### src/rtl/slpc_pkg.sv
package slpc_pkg;

    typedef enum logic [2:0] {
        ST_ACTIVE  = 3'd0,
        ST_IDLE    = 3'd1,
        ST_ADCNR   = 3'd2,
        ST_PDOWN   = 3'd3,
        ST_STBY    = 3'd4,
        ST_OSCWAIT = 3'd5
    } slpc_state_e;

    localparam logic [2:0] MODE_IDLE  = 3'b000;
    localparam logic [2:0] MODE_ADCNR = 3'b001;
    localparam logic [2:0] MODE_PDOWN = 3'b010;
    localparam logic [2:0] MODE_STBY  = 3'b100;

    // Wake source vector layout
    localparam int WK_WDT   = 0;
    localparam int WK_EXT   = 1;
    localparam int WK_PCINT = 2;
    localparam int WK_ADC   = 3;
    localparam int WK_OTHER = 4;
    localparam int WK_N     = 5;

endpackage

### src/rtl/slpc_mode_decode.sv
module slpc_mode_decode
    import slpc_pkg::*;
(
    input  logic [2:0]  mode_sel,
    output logic        mode_ok,
    output slpc_state_e mode_state
);
    always_comb begin
        mode_ok    = 1'b1;
        mode_state = ST_ACTIVE;
        unique case (mode_sel)
            MODE_IDLE:  mode_state = ST_IDLE;
            MODE_ADCNR: mode_state = ST_ADCNR;
            MODE_PDOWN: mode_state = ST_PDOWN;
            MODE_STBY:  mode_state = ST_STBY;
            default:    mode_ok    = 1'b0;
        endcase
    end
endmodule

### src/rtl/slpc_wake_filter.sv
module slpc_wake_filter
    import slpc_pkg::*;
(
    input  slpc_state_e     state,
    input  logic [WK_N-1:0] events,
    output logic            wake
);
    logic [WK_N-1:0] allow;

    always_comb begin
        allow = '0;
        unique case (state)
            ST_IDLE:  allow = '1;
            ST_ADCNR: begin
                allow[WK_WDT]   = 1'b1;
                allow[WK_EXT]   = 1'b1;
                allow[WK_PCINT] = 1'b1;
                allow[WK_ADC]   = 1'b1;
            end
            ST_PDOWN, ST_STBY: begin
                allow[WK_WDT]   = 1'b1;
                allow[WK_EXT]   = 1'b1;
                allow[WK_PCINT] = 1'b1;
            end
            default: allow = '0;
        endcase
    end

    assign wake = |(allow & events);
endmodule

### src/rtl/slpc_periph_gate.sv
module slpc_periph_gate #(
    parameter int NPERIPH = 4,
    parameter int DW      = 8,
    localparam int SEL_W  = (NPERIPH > 1) ? $clog2(NPERIPH) : 1
) (
    input  logic                  io_run,
    input  logic [NPERIPH-1:0]    prr,
    input  logic [SEL_W-1:0]      bus_sel,
    input  logic                  bus_wr,
    input  logic                  bus_rd,
    input  logic [NPERIPH*DW-1:0] periph_rdata,
    output logic [NPERIPH-1:0]    periph_clk_en,
    output logic [NPERIPH-1:0]    periph_wr,
    output logic [DW-1:0]         bus_rdata
);
    logic [NPERIPH-1:0] rd_hit;

    for (genvar g = 0; g < NPERIPH; g++) begin : g_per
        logic sel_me;
        assign sel_me           = (32'(bus_sel) == g);
        assign periph_clk_en[g] = io_run & ~prr[g];
        assign periph_wr[g]     = bus_wr & sel_me & periph_clk_en[g];
        assign rd_hit[g]        = bus_rd & sel_me & periph_clk_en[g];
    end

    always_comb begin
        bus_rdata = '0;
        for (int i = 0; i < NPERIPH; i++) begin
            if (rd_hit[i]) bus_rdata = periph_rdata[i*DW +: DW];
        end
    end
endmodule

### src/rtl/slpc_ctrl.sv
module slpc_ctrl
    import slpc_pkg::*;
#(
    parameter int NPERIPH   = 4,
    parameter int DW        = 8,
    parameter int OSC_START = 16,
    localparam int SEL_W    = (NPERIPH > 1) ? $clog2(NPERIPH) : 1,
    localparam int CNT_W    = $clog2(OSC_START + 1)
) (
    input  logic                  clk,
    input  logic                  rst_n,
    input  logic                  sleep_en,
    input  logic                  sleep_pulse,
    input  logic [2:0]            mode_sel,
    input  logic                  wake_wdt,
    input  logic                  wake_ext,
    input  logic                  wake_pcint,
    input  logic                  wake_adc,
    input  logic                  wake_other,
    input  logic                  adc_enabled,
    input  logic                  acomp_req,
    input  logic [NPERIPH-1:0]    prr,
    input  logic [SEL_W-1:0]      bus_sel,
    input  logic                  bus_wr,
    input  logic                  bus_rd,
    input  logic [NPERIPH*DW-1:0] periph_rdata,
    output logic                  cpu_clk_en,
    output logic                  io_clk_en,
    output logic                  nvm_clk_en,
    output logic                  adc_clk_en,
    output logic                  osc_en,
    output logic                  acomp_en,
    output logic                  adc_start,
    output logic [NPERIPH-1:0]    periph_clk_en,
    output logic [NPERIPH-1:0]    periph_wr,
    output logic [DW-1:0]         bus_rdata,
    output logic                  asleep
);
    slpc_state_e      state_q, state_d;
    logic [CNT_W-1:0] cnt_q, cnt_d;
    logic             start_q;
    logic             mode_ok, wake;
    slpc_state_e      mode_state;
    logic [WK_N-1:0]  events;
    logic             io_run;

    assign events[WK_WDT]   = wake_wdt;
    assign events[WK_EXT]   = wake_ext;
    assign events[WK_PCINT] = wake_pcint;
    assign events[WK_ADC]   = wake_adc;
    assign events[WK_OTHER] = wake_other;

    slpc_mode_decode u_dec (
        .mode_sel   (mode_sel),
        .mode_ok    (mode_ok),
        .mode_state (mode_state)
    );

    slpc_wake_filter u_wake (
        .state  (state_q),
        .events (events),
        .wake   (wake)
    );

    // Next-state logic
    always_comb begin
        state_d = state_q;
        cnt_d   = cnt_q;
        unique case (state_q)
            ST_ACTIVE:
                if (sleep_pulse && sleep_en && mode_ok) state_d = mode_state;
            ST_IDLE, ST_ADCNR, ST_STBY:
                if (wake) state_d = ST_ACTIVE;
            ST_PDOWN:
                if (wake) begin
                    state_d = ST_OSCWAIT;
                    cnt_d   = CNT_W'(OSC_START - 1);
                end
            ST_OSCWAIT:
                if (cnt_q == '0) state_d = ST_ACTIVE;
                else             cnt_d   = cnt_q - 1'b1;
            default: state_d = ST_ACTIVE;
        endcase
    end

    // State register
    always_ff @(posedge clk or negedge rst_n) begin
        if (!rst_n) begin
            state_q <= ST_ACTIVE;
            cnt_q   <= '0;
            start_q <= 1'b0;
        end else begin
            state_q <= state_d;
            cnt_q   <= cnt_d;
            start_q <= (state_q != ST_ADCNR) && (state_d == ST_ADCNR) && adc_enabled;
        end
    end

    // Output decode
    always_comb begin
        cpu_clk_en = 1'b0;
        io_clk_en  = 1'b0;
        nvm_clk_en = 1'b0;
        adc_clk_en = 1'b0;
        osc_en     = 1'b0;
        io_run     = 1'b0;
        acomp_en   = acomp_req;
        unique case (state_q)
            ST_ACTIVE: begin
                cpu_clk_en = 1'b1;
                io_clk_en  = 1'b1;
                nvm_clk_en = 1'b1;
                adc_clk_en = 1'b1;
                osc_en     = 1'b1;
                io_run     = 1'b1;
            end
            ST_IDLE: begin
                io_clk_en  = 1'b1;
                adc_clk_en = 1'b1;
                osc_en     = 1'b1;
                io_run     = 1'b1;
            end
            ST_ADCNR: begin
                adc_clk_en = 1'b1;
                osc_en     = 1'b1;
            end
            ST_STBY: osc_en = 1'b1;
            ST_PDOWN: acomp_en = 1'b0;
            ST_OSCWAIT: begin
                osc_en   = 1'b1;
                acomp_en = 1'b0;
            end
            default: acomp_en = 1'b0;
        endcase
    end

    assign adc_start = start_q;
    assign asleep    = (state_q != ST_ACTIVE);

    slpc_periph_gate #(.NPERIPH(NPERIPH), .DW(DW)) u_pgate (
        .io_run        (io_run),
        .prr           (prr),
        .bus_sel       (bus_sel),
        .bus_wr        (bus_wr),
        .bus_rd        (bus_rd),
        .periph_rdata  (periph_rdata),
        .periph_clk_en (periph_clk_en),
        .periph_wr     (periph_wr),
        .bus_rdata     (bus_rdata)
    );
endmodule

### config.mk
export PLATFORM = sky130hd
export DESIGN_NAME = slpc_ctrl
export DESIGN_NICKNAME = d
export VERILOG_FILES = /design/src/rtl/slpc_pkg.sv /design/src/rtl/slpc_mode_decode.sv /design/src/rtl/slpc_wake_filter.sv /design/src/rtl/slpc_periph_gate.sv /design/src/rtl/slpc_ctrl.sv
export SDC_FILE = /design/constraint.sdc
export NUM_CORES = 1
export LEC_CHECK = 0
export ABC_CLOCK_PERIOD_IN_PS = 1800
export CAP_MARGIN = 20
export CORE_MARGIN = 2
export CORE_UTILIZATION = 31
export CTS_BUF_LIST = sky130_fd_sc_hd__clkbuf_8
export DETAILED_ROUTE_END_ITERATION = 16
export GPL_ROUTABILITY_DRIVEN = 0
export PLACE_DENSITY = 0.76
export SETUP_SLACK_MARGIN = 0.4
export SKIP_LAST_GASP = 1
export SYNTH_ARGS = -nofsm -noshare
export SYNTH_HDL_FRONTEND = slang
export SYNTH_HIERARCHICAL = 1
export SYNTH_SLANG_ARGS = --single-unit
### constraint.sdc
create_clock -name clk -period 1.8 [get_ports clk]
set_input_delay 0.36 -clock clk [delete_from_list [all_inputs] [get_ports clk]]
set_output_delay 0.36 -clock clk [all_outputs]
set_load 0.02 [all_outputs]
; ---- After elaboration in Yosys (flattened, before gate mapping)
; Index checks and enable logic that the tools add are counted.
[op_classes]
bitwise = 25
n_mux = 22
n_reduce_logical = 20
n_eq_ne = 15
n_addsub = 1
[ops]
columns = cell, count
row1 = $mux W8, 4
row2 = $pmux W3 S4, 2
row3 = $and A1 B1 Y1, 20
row4 = $mux W3, 5
row5 = $eq A3 B2 Y1 const B, 4
row6 = $reduce_or A4 Y1, 3
row7 = $mux W5, 2
row8 = $pmux W5 S2, 1
row9 = $reduce_or A5 Y1, 2
row10 = $eq A3 B3 Y1 const B, 3
row11 = $mux W1, 8
row12 = $eq A3 B1 Y1 const B, 2
row13 = $logic_not A3 Y1, 2
row14 = $reduce_or A3 Y1, 2
row15 = $and A5 B5 Y5, 1
row16 = $logic_not A5 Y1, 1
row17 = $sub A5 B1 Y5 const B, 1
row18 = $eq A2 B2 Y1 const B, 2
row19 = $logic_and A1 B1 Y1, 4
row20 = $not A1 Y1, 4
row21 = $reduce_or A2 Y1, 2
row22 = $ne A3 B2 Y1 const B, 1
row23 = $reduce_and A3 Y1, 1
row24 = $reduce_bool A3 Y1, 1
row25 = 5 further kinds, 5
[totals]
in_bits = 54
regBits = 9

; ---- Logic depth before layout (Yosys ltp)
; Gate-level depths: netlist (run 1).
[depth]
ltp_word = 10
depth_mapped = 7
ltp_nobuf = 6

; ---- Modules after synthesis
; Netlist (run 1), hierarchy kept.
[modules_own_cells]
columns = mod, seq_area_each_um2, area_each_um2, cells_per_inst, n_inst
row1 = slpc_ctrl, 225.2, 553.0, 58, 1
row2 = slpc_periph_gate, 0.0, 395.4, 62, 1
row3 = slpc_wake_filter, 0.0, 48.8, 8, 1
row4 = slpc_mode_decode, 0.0, 37.5, 6, 1

; ---- Worst setup path after synthesis (run 1)
; No wires, ideal clock.
[synth_timing]
path_type = register to output
from = register state_q[1]
to = output bus_rdata[0]
path_stages_with_launch = 7
t_required_ns = 1.440
path_slack_ns = -0.828
arrival_ns = 2.268
n_path_buf = 2
cell_sequence = dfrtp_1 > clkbuf_1 > nor2_1 > clkbuf_2 > nor4b_4 > nand3_1 > a311oi_1
[synth_between]
elab_chain_cells = 9
[synth_lines]
columns = element, line
row1 = start: declaration, slpc_ctrl.sv:39  ; slpc_state_e state_q, state_d;
row2 = start signal: assignment, slpc_ctrl.sv:93  ; state_q <= state_d;
row3 = $eq A3 B1 Y1 / $logic_not A3 Y1 (equally long branches), -
row4 = $reduce_or A2 Y1 (no source line) (*), -
row5 = $mux W1 (*), -
row6 = named net io_clk_en, slpc_ctrl.sv:28  ; output logic io_clk_en,
row7 = $and A1 B1 Y1, slpc_periph_gate.sv:21  ; assign periph_clk_en[g] = io_run & ~prr[g];
row8 = $and A1 B1 Y1, slpc_periph_gate.sv:23  ; assign rd_hit[g] = bus_rd & sel_me & periph_clk_en[g];
row9 = $mux W8 (3 in a row), slpc_periph_gate.sv:29  ; if (rd_hit[i]) bus_rdata = periph_rdata[i*DW +: DW];
row10 = $mux W8 (*), slpc_periph_gate.sv:29
row11 = end: declaration, slpc_ctrl.sv:36  ; output logic [DW-1:0] bus_rdata,
; The timed path passes the listed nets; every way through them passes the cells marked *.

; ---- Worst setup path in the final report (run 1)
[layout_timing]
from = register state_q[1]
to = output bus_rdata[2]
[layout_between]
elab_chain_cells = 9
[layout_lines]
columns = element, line
row1 = $eq A3 B1 Y1 / $logic_not A3 Y1 (equally long branches), slpc_ctrl.sv:108  ; unique case (state_q)
row2 = $reduce_or A2 Y1 (no source line) (*), -
row3 = $mux W1 (*), slpc_ctrl.sv:108
row4 = $and A1 B1 Y1, slpc_periph_gate.sv:21
row5 = $and A1 B1 Y1, slpc_periph_gate.sv:23
row6 = $mux W8 (3 in a row), slpc_periph_gate.sv:29
row7 = $mux W8 (*), slpc_periph_gate.sv:29
; Mark *: on every way between the ends. The rest lies on a longest branch, timed or not.

==> results of run 1 <==
-- layout make-up --
cell class,count,area (um2)
clock inverters,1,3.75
well taps,44,55.1
flip-flops and latches,9,226
inverters,3,11.3
clock buffers,3,41.3
multi-input cells,112,1100
fillers,183,533
repair buffers,118,1130
-- path summary, 6_finish.rpt --
kind                                 to  depth (start not counted)
max reg2reg                    cnt_q[4]                          5
max in group asynchronous    state_q[0]                          1
min reg2reg                    cnt_q[0]                          1
min in group clk               cnt_q[0]                          1
max                        bus_rdata[2]                          8
min                            cnt_q[1]                          1
-- report_power, final --
part | switching [uW] | leakage (uW) | internal, uW | total, uW
Clock | 94.2 | 0.0000269 | 150 | 244
Combinational | 1110 | 0.000913 | 1290 | 2400
Sequential | 124 | 0.000111 | 276 | 401
Total | 1330 | 0.00105 | 1710 | 3040
-- sequential cells by signal, summed over array words and instances, names as in the netlist --
register / count
cnt_q: 5
state_q: 3
adc_start: 1
-- worst reg2reg max path: stages, from the launching register on --
cell,delay [ns]
sky130_fd_sc_hd__dfrtp_1,0.40
sky130_fd_sc_hd__buf_4,0.15
sky130_fd_sc_hd__buf_8,0.13
sky130_fd_sc_hd__or4b_4,0.48
sky130_fd_sc_hd__or4_4,0.43
sky130_fd_sc_hd__a21oi_2,0.12
-- repair_timing --
action                     CTS  global route
cloned                       2             0
gates resized for setup    165            62
setup endpoints to repair   33            31
pin swaps                   15            19
buffers inserted             6            10
-- routing by layer --
metal | GRT usage, % | share of wire (%) | up-vias
li1 | - | - | 740
met1 | 24.5 | 38 | 756
met2 | 46.2 | 52 | 81
met3 | 3.52 | 8.7 | 10
met4 | 9.12 | 1.8 | 0
met5 | 0 | 0 | -
-- cells in the final DEF (no fill, tap or decap), types with 4 or more instances in the layout --
master                            synthesis  routed
sky130_fd_sc_hd__dlygate4sd2_1            0      10
sky130_fd_sc_hd__nor2_1                  12       6
sky130_fd_sc_hd__nor2b_4                  0       5
sky130_fd_sc_hd__dfrtp_1                  9       8
sky130_fd_sc_hd__mux2i_1                  6       6
sky130_fd_sc_hd__nand3_2                  0       7
sky130_fd_sc_hd__nor3_2                   1       6
sky130_fd_sc_hd__inv_1                    3       4
sky130_fd_sc_hd__nand4_1                 10      10
sky130_fd_sc_hd__buf_4                    2      34
sky130_fd_sc_hd__a311oi_2                 0       6
sky130_fd_sc_hd__nor2_4                   0       4
sky130_fd_sc_hd__buf_6                    0      28
sky130_fd_sc_hd__nor3_1                  19      12
sky130_fd_sc_hd__clkdlybuf4s50_1          0      40
-- stage by stage --
step	setup WS (ns)	cells	instance area, um2
floorplan	-0.391	134	1200
finish	-0.352	290	2570
detailed placement	-1.08	268	2120
global route	-0.390	290	2570
global placement	-1.02	268	2120
CTS	-0.278	280	2330
-- kinds of logic (layout without fill, tap and decap cells) --
kind of cell             count (synthesis)  count (layout)
multiplexers                             6               6
XOR/XNOR                                 1               1
buffers and inverters                   14             125
AO/OA/AOI/OAI                           21              21
flip-flops                               9               9
adder cells (fa/ha/maj)                  2               2
AND/OR/NAND/NOR                         81              82
==> results.txt, run 1 <==
The standard cell core area was 3100 um2; the post-route fraction of the period consumed by the critical path was 120%. The logs give 1,474 for the via count of the first global-routing pass and 0.02 ns for the setup slack on the worst flop-to-flop path. The average routed wire per standard cell works out to 18.7 um. CTS placed an instance of sky130_fd_sc_hd__clkbuf_8 at the clock tree root.

The kind of capture point of the worst setup path was an output pin. The logs give 5420 um for the routed wire length and 33.3% for the initial core utilization. For the highest achievable clock rate, the log shows 0.465 GHz. By area, the combinational part of the netlist is dominated by simple AND/OR/NAND/NOR gates. The longest clock path from root to sink contains 2 buffers. At the later pin of the worst-skew pair, clock insertion delay measures 0.24 ns. CTS saw 9 sinks. The average instance in the mapped netlist occupies 7.72 um2. In this run the remaining antenna-violating nets after routing total 0. The run finished, with violations left. The count of buffers added on input and output ports is 77. Tracing the worst setup path back leads to its startpoint at state_q[1].

Number of top-level pins: 78. Along the worst path, the maximum fanout reaches 8. Fraction of layout cells with a size suffix above 1: 51.6%.

The tools report the required time at the endpoint of the critical path as 1.44 ns. The commonest cells after synthesis are sky130_fd_sc_hd__nor3_1, sky130_fd_sc_hd__nor2_1, sky130_fd_sc_hd__nand4_1. The clock transition at the registers of the reported paths works out to 0.05 ns. The design draws 3040 uW. The logs give 0 for the hold buffer count at CTS and 0 for the total congestion overflow after global routing. The total power per unit cell area works out to 1180 nW/um2. Synthesis produced a netlist with a net count of 190. The first-pass iteration count of the detailed router is 4.

The logs give 0 for the number of hold violations in the final report and 1,587 for the routed via count. Summed over all cells, the static leakage comes to 0.00105 uW. Summed over all failing endpoints, the final setup total negative slack is -2.71 ns.

Hold is met by 0.430 ns. The delay of the slowest critical-path stage was 0.40 ns; the critical path buffer and inverter count was 4. The total of warnings raised by yosys is 6. Among all stages on the critical path, the largest delay is contributed by sky130_fd_sc_hd__dfrtp_1. The post-layout net count was 303; the number of H-tree levels was 1. The minimum period implied by the final worst setup slack is 2.15 ns, and the core occupancy in the finished layout is 82.8%.

Sorting the synthesized cells by area gives the leading types as sky130_fd_sc_hd__dfrtp_1, sky130_fd_sc_hd__nor3_1, sky130_fd_sc_hd__a311oi_1, sky130_fd_sc_hd__nand4_1, sky130_fd_sc_hd__mux2i_1. TritonCTS built the clock tree. For the final database, setup skew stands at 0.00482 ns. The die covers 3820 um2. Across the VDD grid, the largest voltage drop is 1350 uV. Total routing resource utilization after global routing: 23.4%. After detailed routing, the number of vias per cell comes to 5.47. The area growth from synthesis to layout is 148%. Counting flops and latches in the post-synthesis netlist gives 9. The most common cell in the synthesized netlist is sky130_fd_sc_hd__nor3_1. The final reports fail on negative setup slack. In this run the biggest area consumer among cell types represents 21.8% of the synthesized area. The total half-perimeter wirelength after legalization and detailed placement is 3400 um, and the count of final max-slew check failures is 0.

The number of antenna violations at the first check in global routing was 0. The class of the most critical setup path was reg2out. Clock tree synthesis inserted a total of 3 buffers. The run gives 70.2% as the normalized max-slew margin. The first-pass GRT wire length is 6620 um. Counting flops with an async set or reset pin after synthesis yields a share of 100%.

In this run the critical register-to-register path is launched from state_q[1]. Setup slack of the critical path after layout: -0.352 ns. For the pin with the worst max-slew slack, the measured transition is 0.446 ns.

The number of max-cap violations was 0; the post-synthesis adder-cell area fraction was 2.42%. Distinct cell type count of the synthesized netlist: 43. Synthesis produced a netlist whose cell count is 134. The most used cell along the critical path was sky130_fd_sc_hd__buf_4. For the final setup violation count, the log shows 17. Entering global routing, the biggest net connects 18 pins. The basic-gate share of the synthesized area counting and, or, nand and nor cells came out at 47.8%. Post-synthesis mux area share: 5.80%.

In this run the cell area of the synthesized design comes to 1030 um2. The complex-gate fraction of the synthesized area is 15.1%, and the sequential area share after synthesis is 21.8%. The cell type with the largest total area after synthesis was sky130_fd_sc_hd__dfrtp_1.

The XOR/XNOR share of the synthesized area works out to 0.846%. The data arrival time of the critical path is 1.79 ns. The repair_antennas step left the layout with diodes totalling 0.

The number of enable-type register cells in the synthesized netlist works out to 0. Class of the tightest hold or removal check: in2async. Among all flip-flop cells after synthesis, the most frequent one is sky130_fd_sc_hd__dfrtp_1. The die is 61.8 um wide.

Among cell families on the critical path, the largest total delay comes from buffers and inverters. The signal on the critical path passes through nor2_4 > buf_4 > buf_8 > nand2_1 > buf_4 > nor3_1 > a311oi_2 > buf_4. The floorplan step set the die height to 61.8 um.

Type of element launching the critical path: a register. The floorplan has 20 rows. For this block, the initial DRC count from the detailed router was 72. The tools report the remaining routing DRC violations as 0.

Setup repair after global routing could not meet its margin everywhere.
No activity file was read; power rests on OpenSTA's default activity.
==> run 2, diff against run 1 <==
--- a/config.mk
+++ b/config.mk
@@ -7,7 +7,7 @@
 export LEC_CHECK = 0
 export ABC_CLOCK_PERIOD_IN_PS = 1800
 export CAP_MARGIN = 20
-export CORE_MARGIN = 2
+export CORE_MARGIN = 3
 export CORE_UTILIZATION = 31
 export CTS_BUF_LIST = sky130_fd_sc_hd__clkbuf_8
 export DETAILED_ROUTE_END_ITERATION = 16
@@ -15,6 +15,7 @@
 export PLACE_DENSITY = 0.76
 export SETUP_SLACK_MARGIN = 0.4
 export SKIP_LAST_GASP = 1
+export SLEW_MARGIN = 20
 export SYNTH_ARGS = -nofsm -noshare
 export SYNTH_HDL_FRONTEND = slang
 export SYNTH_HIERARCHICAL = 1
==> results.txt, run 2 (same netlist as run 1, synthesis figures left out) <==
The flow ran to the end, but the final reports show violations. The final reports fail on negative setup slack. The logs give 78 (unchanged) for the number of top-level pins and 294 (+1.4%) for the final instance count without filler cells. By startpoint and endpoint, the worst setup path is classified as reg2out. TritonCTS built the clock tree. The count of placed standard cells including taps was 271 (+1.1%). Setup repair after global routing could not meet its margin everywhere.

The worst reg2reg path depth works out to 9 (+4). The average routed wire per standard cell works out to 16.8 um (-10%). The worst register-to-register path begins at state_q[1].

The setup slack on the worst flop-to-flop path is -0.05 ns (-0.07 ns). The flip-flop count of the largest register after layout was 5 (unchanged). The row count is 20 (unchanged). For the largest buffer count on any clock path, the log shows 2 (unchanged).

The worst setup timing slack at the placement stage is -1.08 ns (-0.00205 ns). The clock latency on the worst-skew pair was 0.23 ns (about the same); the routed via count was 1,627 (+2.5%). The post-layout net count was 307 (+1.3%).

Number of antenna violations at the first check in global routing: 0 (unchanged). The total power per unit cell area works out to 1170 nW/um2 (-1.1%). STA classifies the critical path startpoint as a register. Following the worst setup path forward leads to its endpoint at bus_rdata[3]. The first-pass iteration count of the detailed router is 4 (unchanged).

cnt_q holds more flip-flops than any other register. The run gives 12 (-6) as the pin count of the biggest net entering global routing. Remaining routing DRC violations: 0 (unchanged). Walking the worst path, the cells encountered are nor2_4 > nor4b_4 > buf_4 > nand3_2 > a311oi_2 > buf_4. The number of antenna cells inserted is 0 (unchanged), and the data arrival time of the critical path is 1.73 ns (-0.06 ns).

The final setup violation count is 14 (-3), and the clock sink total is 9 (unchanged). In the layout the commonest cells are sky130_fd_sc_hd__buf_4, sky130_fd_sc_hd__clkdlybuf4s50_1, sky130_fd_sc_hd__buf_6. The highest achievable clock rate was 0.478 GHz (+2.9%); the slew at the pin closest to its max-slew limit was 0.412 ns (-0.0332 ns). The number of routed nets with antenna violations is 0 (unchanged). The initial core utilization is 33.1% (-0.27 points). The number of H-tree levels was 1 (unchanged); the synthesis-to-layout area growth was 143%.

The tools report the die area as 4070 um2 (+6.6%). The setup slack of the critical path after layout came out at -0.290 ns (+0.0616 ns). The delay of the slowest critical-path stage was 0.40 ns (about the same); the core occupancy in the finished layout was 80.3% (-2.5 points). The kind of capture point of the worst setup path is an output pin. The clock transition at the registers of the reported paths was 0.04 ns (about the same). The number of max-cap violations came out at 0 (unchanged). In this run the worst setup path begins at state_q[2].

The number of port buffers came out at 77 (unchanged). Most used cell along the critical path: sky130_fd_sc_hd__buf_4. The detail-routed via count per cell was 5.53 (+1.1%); the total half-perimeter wirelength after legalization and detailed placement was 3400 um (+0.15%). The normalized max-slew margin is 72.4% (+2.2 points). The required time at the endpoint of the critical path was 1.44 ns (about the same); the number of hold violations in the final report was 0 (unchanged). The worst register-to-register path ends at cnt_q[1].

Clock skew after layout: 0.000120 ns (-0.00470 ns). The logs give 0 (unchanged) for the count of final max-slew check failures and 0.00104 uW (-0.72%) for the leakage power total. The run gives 1,674 (+14%) as the via count of the first global-routing pass. The root buffer cell chosen for the clock tree is sky130_fd_sc_hd__clkbuf_8. The fraction of layout cells with a size suffix above 1 was 51.6% (about the same); the standard cell core area was 3130 um2 (+0.81%).

The logs give 4940 um (-8.9%) for the routed wire length and 3 (unchanged) for the TritonCTS buffer count. The final design area excluding fillers was 2510 um2 (-2.2%). The tools report the total congestion overflow after global routing as 0 (unchanged).

The initial DRC count was 75 (+4.2%); the largest voltage drop on the vdd net was 1000 uV (-26%). The horizontal die dimension works out to 63.8 um (+3.2%). The slowest stage of the critical path is the sky130_fd_sc_hd__dfrtp_1 cell. The post-route fraction of the period consumed by the critical path works out to 116% (-3.4 points). The total routing resource utilization after global routing is 24.0% (+0.60 points), and the minimum period implied by the final worst setup slack is 2.09 ns (-0.0616 ns). The largest fanout on the critical path was 4 (-4); the first-pass GRT wire length was 7890 um (+19%).

The die boundary height is 63.8 um (+3.2%). The class of the tightest hold or removal check was in2async. Post-placement cell area: 2150 um2 (+1.1%).
run 2: changes by cell type in the layout (fill, tap and decap cells not counted), sizes merged:
cell | previous run | this run
dlymetal6s2s | 1 | 0
buf | 66 | 71
run 2: metrics by stage:
step                      power [uW]  TNS [ns]  hold slack (ns)
after detailed placement        2050    -13.77            0.513
after global placement          1990    -13.00            0.488
after floorplan                 1360     -3.35           0.0644
final                           2940     -2.22            0.430
after global routing            3110     -3.84            0.448
after CTS                       2650     -1.75            0.441
run 2: what timing repair did:
item	in CTS	in global routing
hold endpoints to repair	0	0
buffers inserted	12	4
gates resized for setup	187	24
endpoints found under the setup margin	33	32
pin swaps	24	8
cloned	2	1
hold buffers	0	0
run 2: worst min path at each step:
| stage | endpoint | slack [ns] | cells after the start |
|---|---|---|---|
| 2_1_floorplan | adc_start | 0.06 | 0 |
| 3_3_place_gp | cnt_q[0] | 0.49 | 1 |
| 3_5_place_dp | cnt_q[0] | 0.51 | 1 |
| 4_1_cts | adc_start | 0.44 | 1 |
| 5_1_grt | adc_start | 0.45 | 1 |
| 6_report | cnt_q[2] | 0.43 | 1 |
run 2: where the power goes:
| group | leakage (uW) | switching [uW] | internal [uW] |
|---|---|---|---|
| Clock | 0.0000269 | 79.8 | 149 |
| Sequential | 0.000111 | 120 | 277 |
| Combinational | 0.000906 | 1040 | 1280 |
| Total | 0.00104 | 1240 | 1700 |
run 2: final cells by class:
cell class                 count  area [um2]
timing repair buffer         122        1120
fill                         188         616
tap                           44        55.1
sequential                     9         226
clock buffer                   3        41.3
clock inverter                 1        3.75
multi-input combinational    112        1050
inverter                       3        11.3
run 2: critical path, delay by kind of cell, from the launching register on:
| kind | cells | cell delay (ns) |
|---|---|---|
| buf+inv | 2 | 0.38 |
| compound gates | 1 | 0.24 |
| simple gates | 3 | 0.47 |
| flops | 1 | 0.40 |
run 2: per-layer routing:
| layer | track usage (%) | routed length [um] | vias to the layer above |
|---|---|---|---|
| met5 | 0 | 0 | - |
| met4 | 6.20 | 110 | 0 |
| met3 | 4.57 | 402 | 15 |
| met2 | 46.8 | 2600 | 89 |
| met1 | 26.1 | 1830 | 776 |
| li1 | - | - | 747 |
==> run 3, diff against run 2 <==
--- a/config.mk
+++ b/config.mk
@@ -20,3 +20,4 @@
 export SYNTH_HDL_FRONTEND = slang
 export SYNTH_HIERARCHICAL = 1
 export SYNTH_SLANG_ARGS = --single-unit
+export TNS_END_PERCENT = 50
==> results.txt, run 3 (same netlist as run 1, synthesis figures left out) <==
The largest fanout on the critical path was 8 (+4). The run finished, with violations left. The critical path in this run is classified as reg2out.

The total congestion overflow after global routing is 0 (unchanged), and the routed via count is 1,542 (-5.2%). Sequential share of power: 14.9% (+1.4 points). The data arrival time of the critical path was 1.80 ns (+0.07 ns). The run gives 18 (+4) as the final setup violation count.

The proportion of power drawn by the clock network is 9.1% (+1.3 points), and the number of max-cap violations is 0 (unchanged). The final design area excluding fillers is 2340 um2 (-6.7%), and the largest voltage drop on the vdd net is 1130 uV (+13%). The die boundary height was 63.8 um (unchanged); the hold buffer count at CTS was 0 (unchanged).

TritonCTS built the clock tree. The final reports fail on negative setup slack. The tools report the number of antenna violations at the first check in global routing as 0 (unchanged). The clock latency on the worst-skew pair was 0.23 ns (about the same); the remaining routing DRC violations was 0 (unchanged).

Detail-routed via count per cell: 5.49 (-0.84%). Class of the tightest hold or removal check: in2async. The largest buffer count on any clock path came out at 2 (unchanged). The switching power came out at 1110 uW (-10%). The post-route fraction of the period consumed by the critical path was 120% (+4.1 points). The number of H-tree levels came out at 1 (unchanged).

Setup slack on the worst flop-to-flop path: -0.11 ns (-0.06 ns). The number of port buffers was 77 (unchanged). The highest achievable clock rate came out at 0.462 GHz (-3.4%). The count of placed standard cells including taps is 267 (-1.5%). The pin count of the biggest net entering global routing is 18 (+6).

The core occupancy in the finished layout was 74.9% (-5.4 points); the fraction of layout cells with a size suffix above 1 was 42.6% (-9.0 points). Fill cell instance count of the final layout: 222 (+18%). The number of routed nets with antenna violations was 0 (unchanged); the first-pass GRT wire length was 7220 um (-8.4%). The commonest non-fill, non-tap cell in the layout is sky130_fd_sc_hd__clkdlybuf4s50_1. For the required time at the endpoint of the critical path, the log shows 1.44 ns (about the same). The slew at the pin closest to its max-slew limit was 0.428 ns (+0.0157 ns); the multi-input gate area in the final layout was 978 um2 (-6.8%). The tools report the total routing resource utilization after global routing as 21.9% (-2.2 points).

For the TritonCTS buffer count, the log shows 3 (unchanged). The final instance count without filler cells came out at 281 (-4.4%). The synthesis-to-layout area growth works out to 126%.

Leaving out fill and tap cells, the most frequent cells in the layout are sky130_fd_sc_hd__clkdlybuf4s50_1, sky130_fd_sc_hd__buf_4, sky130_fd_sc_hd__buf_6. The logs give 20 (unchanged) for the row count and 4070 um2 (unchanged) for the die area. The first-pass iteration count of the detailed router is 4 (unchanged). The leakage power total was 0.000947 uW (-9.3%).

The tools report the total area of sequential cells as 225 um2 (-0.55%). Counting flops per register, the top entry is cnt_q. The average routed wire per standard cell was 17.6 um (+4.5%); the flip-flop count of the largest register after layout was 5 (unchanged). The run gives 33.1% (unchanged) as the initial core utilization. Setup repair after global routing could not meet its margin everywhere.

The total half-perimeter wirelength after legalization and detailed placement was 3340 um (-1.9%). The normalized max-slew margin is 71.5% (-0.96 points). The logs give 2500 uW (-15%) for the total power and 3130 um2 (unchanged) for the standard cell core area. The cell sitting at the root of the clock tree is a sky130_fd_sc_hd__clkbuf_8. The tools report the kind of capture point of the worst setup path as an output pin. The internal portion of total power was 1390 uW (-18%); the total power per unit cell area was 1070 nW/um2 (-8.9%).

The run gives 1,543 (-7.8%) as the via count of the first global-routing pass. The post-layout net count was 294 (-4.2%). The minimum period implied by the final worst setup slack is 2.16 ns (+0.0741 ns). The tools report the clock sink total as 9 (unchanged).

The clock transition at the registers of the reported paths is 0.04 ns (about the same), and the horizontal die dimension is 63.8 um (unchanged). The run gives 0 (unchanged) as the number of antenna cells inserted. The initial DRC count is 67 (-11%), and the setup slack of the critical path after layout is -0.364 ns (-0.0741 ns). The routed wire length is 4940 um (about the same). The number of top-level pins was 78 (unchanged); the switching power as a share of total power was 44.5% (+2.3 points).

The run gives 76.0% (-2.8 points) as the part of the total power dissipated in combinational logic. The number of hold violations in the final report came out at 0 (unchanged). The post-placement cell area came out at 2110 um2 (-1.9%). The clock skew after layout is 0.00276 ns (+0.00264 ns), and the count of final max-slew check failures is 0 (unchanged).

Type of element launching the critical path: a register.
## run 3: area by class of cell
type                            count  share of cell area, %
Sequential cell                     9                   9.61
Inverter                            3                  0.481
Clock inverter                      1                  0.160
Timing Repair Buffer              109                   43.9
Tap cell                           44                   2.35
Clock buffer                        3                   1.76
Multi-Input combinational cell    112                   41.8
## run 3: worst paths after layout
| path | from | endpoint | cells past startpoint |
|---|---|---|---|
| max | state_q[2] | bus_rdata[3] | 8 |
| min | rst_n | cnt_q[2] | 1 |
| max reg2reg | state_q[1] | cnt_q[3] | 8 |
| min reg2reg | cnt_q[0] | cnt_q[0] | 1 |
| max in group asynchronous | rst_n | cnt_q[4] | 1 |
| min in group clk | cnt_q[0] | cnt_q[0] | 1 |
## run 3: power by group through the flow
stage / logic (uW) / clock network [uW] / registers [uW]
floorplan: 1020 / 0 / 333
global placement: 1610 / 0 / 356
detailed placement: 1640 / 0 / 365
CTS: 1650 / 229 / 363
global route: 2010 / 242 / 391
finish: 1900 / 228 / 374
## run 3: worst max-delay path, stage by stage, from the launching register on
cell                       delay (ns)
sky130_fd_sc_hd__dfrtp_1         0.40
sky130_fd_sc_hd__nor2_4          0.13
sky130_fd_sc_hd__buf_4           0.12
sky130_fd_sc_hd__buf_8           0.11
sky130_fd_sc_hd__nand2_1         0.07
sky130_fd_sc_hd__buf_4           0.19
sky130_fd_sc_hd__nor3_1          0.30
sky130_fd_sc_hd__a311oi_2        0.07
sky130_fd_sc_hd__buf_4           0.17
## run 3: per-stage QoR
stage               TNS [ns]  setup slack (ns)  hold slack, ns
floorplan              -3.36            -0.391          0.0644
global placement      -12.73             -1.01           0.492
detailed placement    -13.69             -1.09           0.527
CTS                    -4.79            -0.366           0.437
global route           -4.98            -0.391           0.459
finish                 -3.38            -0.364           0.431
## run 3: what timing repair did
item	CTS	global route
endpoints found under the setup margin	33	33
buffers inserted	1	6
pin swaps	5	7
gates resized for setup	98	54
cloned	2	1
## run 3: metal layers
metal  track usage (%)  share of wire (%)
met1              23.9                 38
met2              41.1                 51
met3              5.45                9.0
met4              6.47                2.1
met5                 0                  0
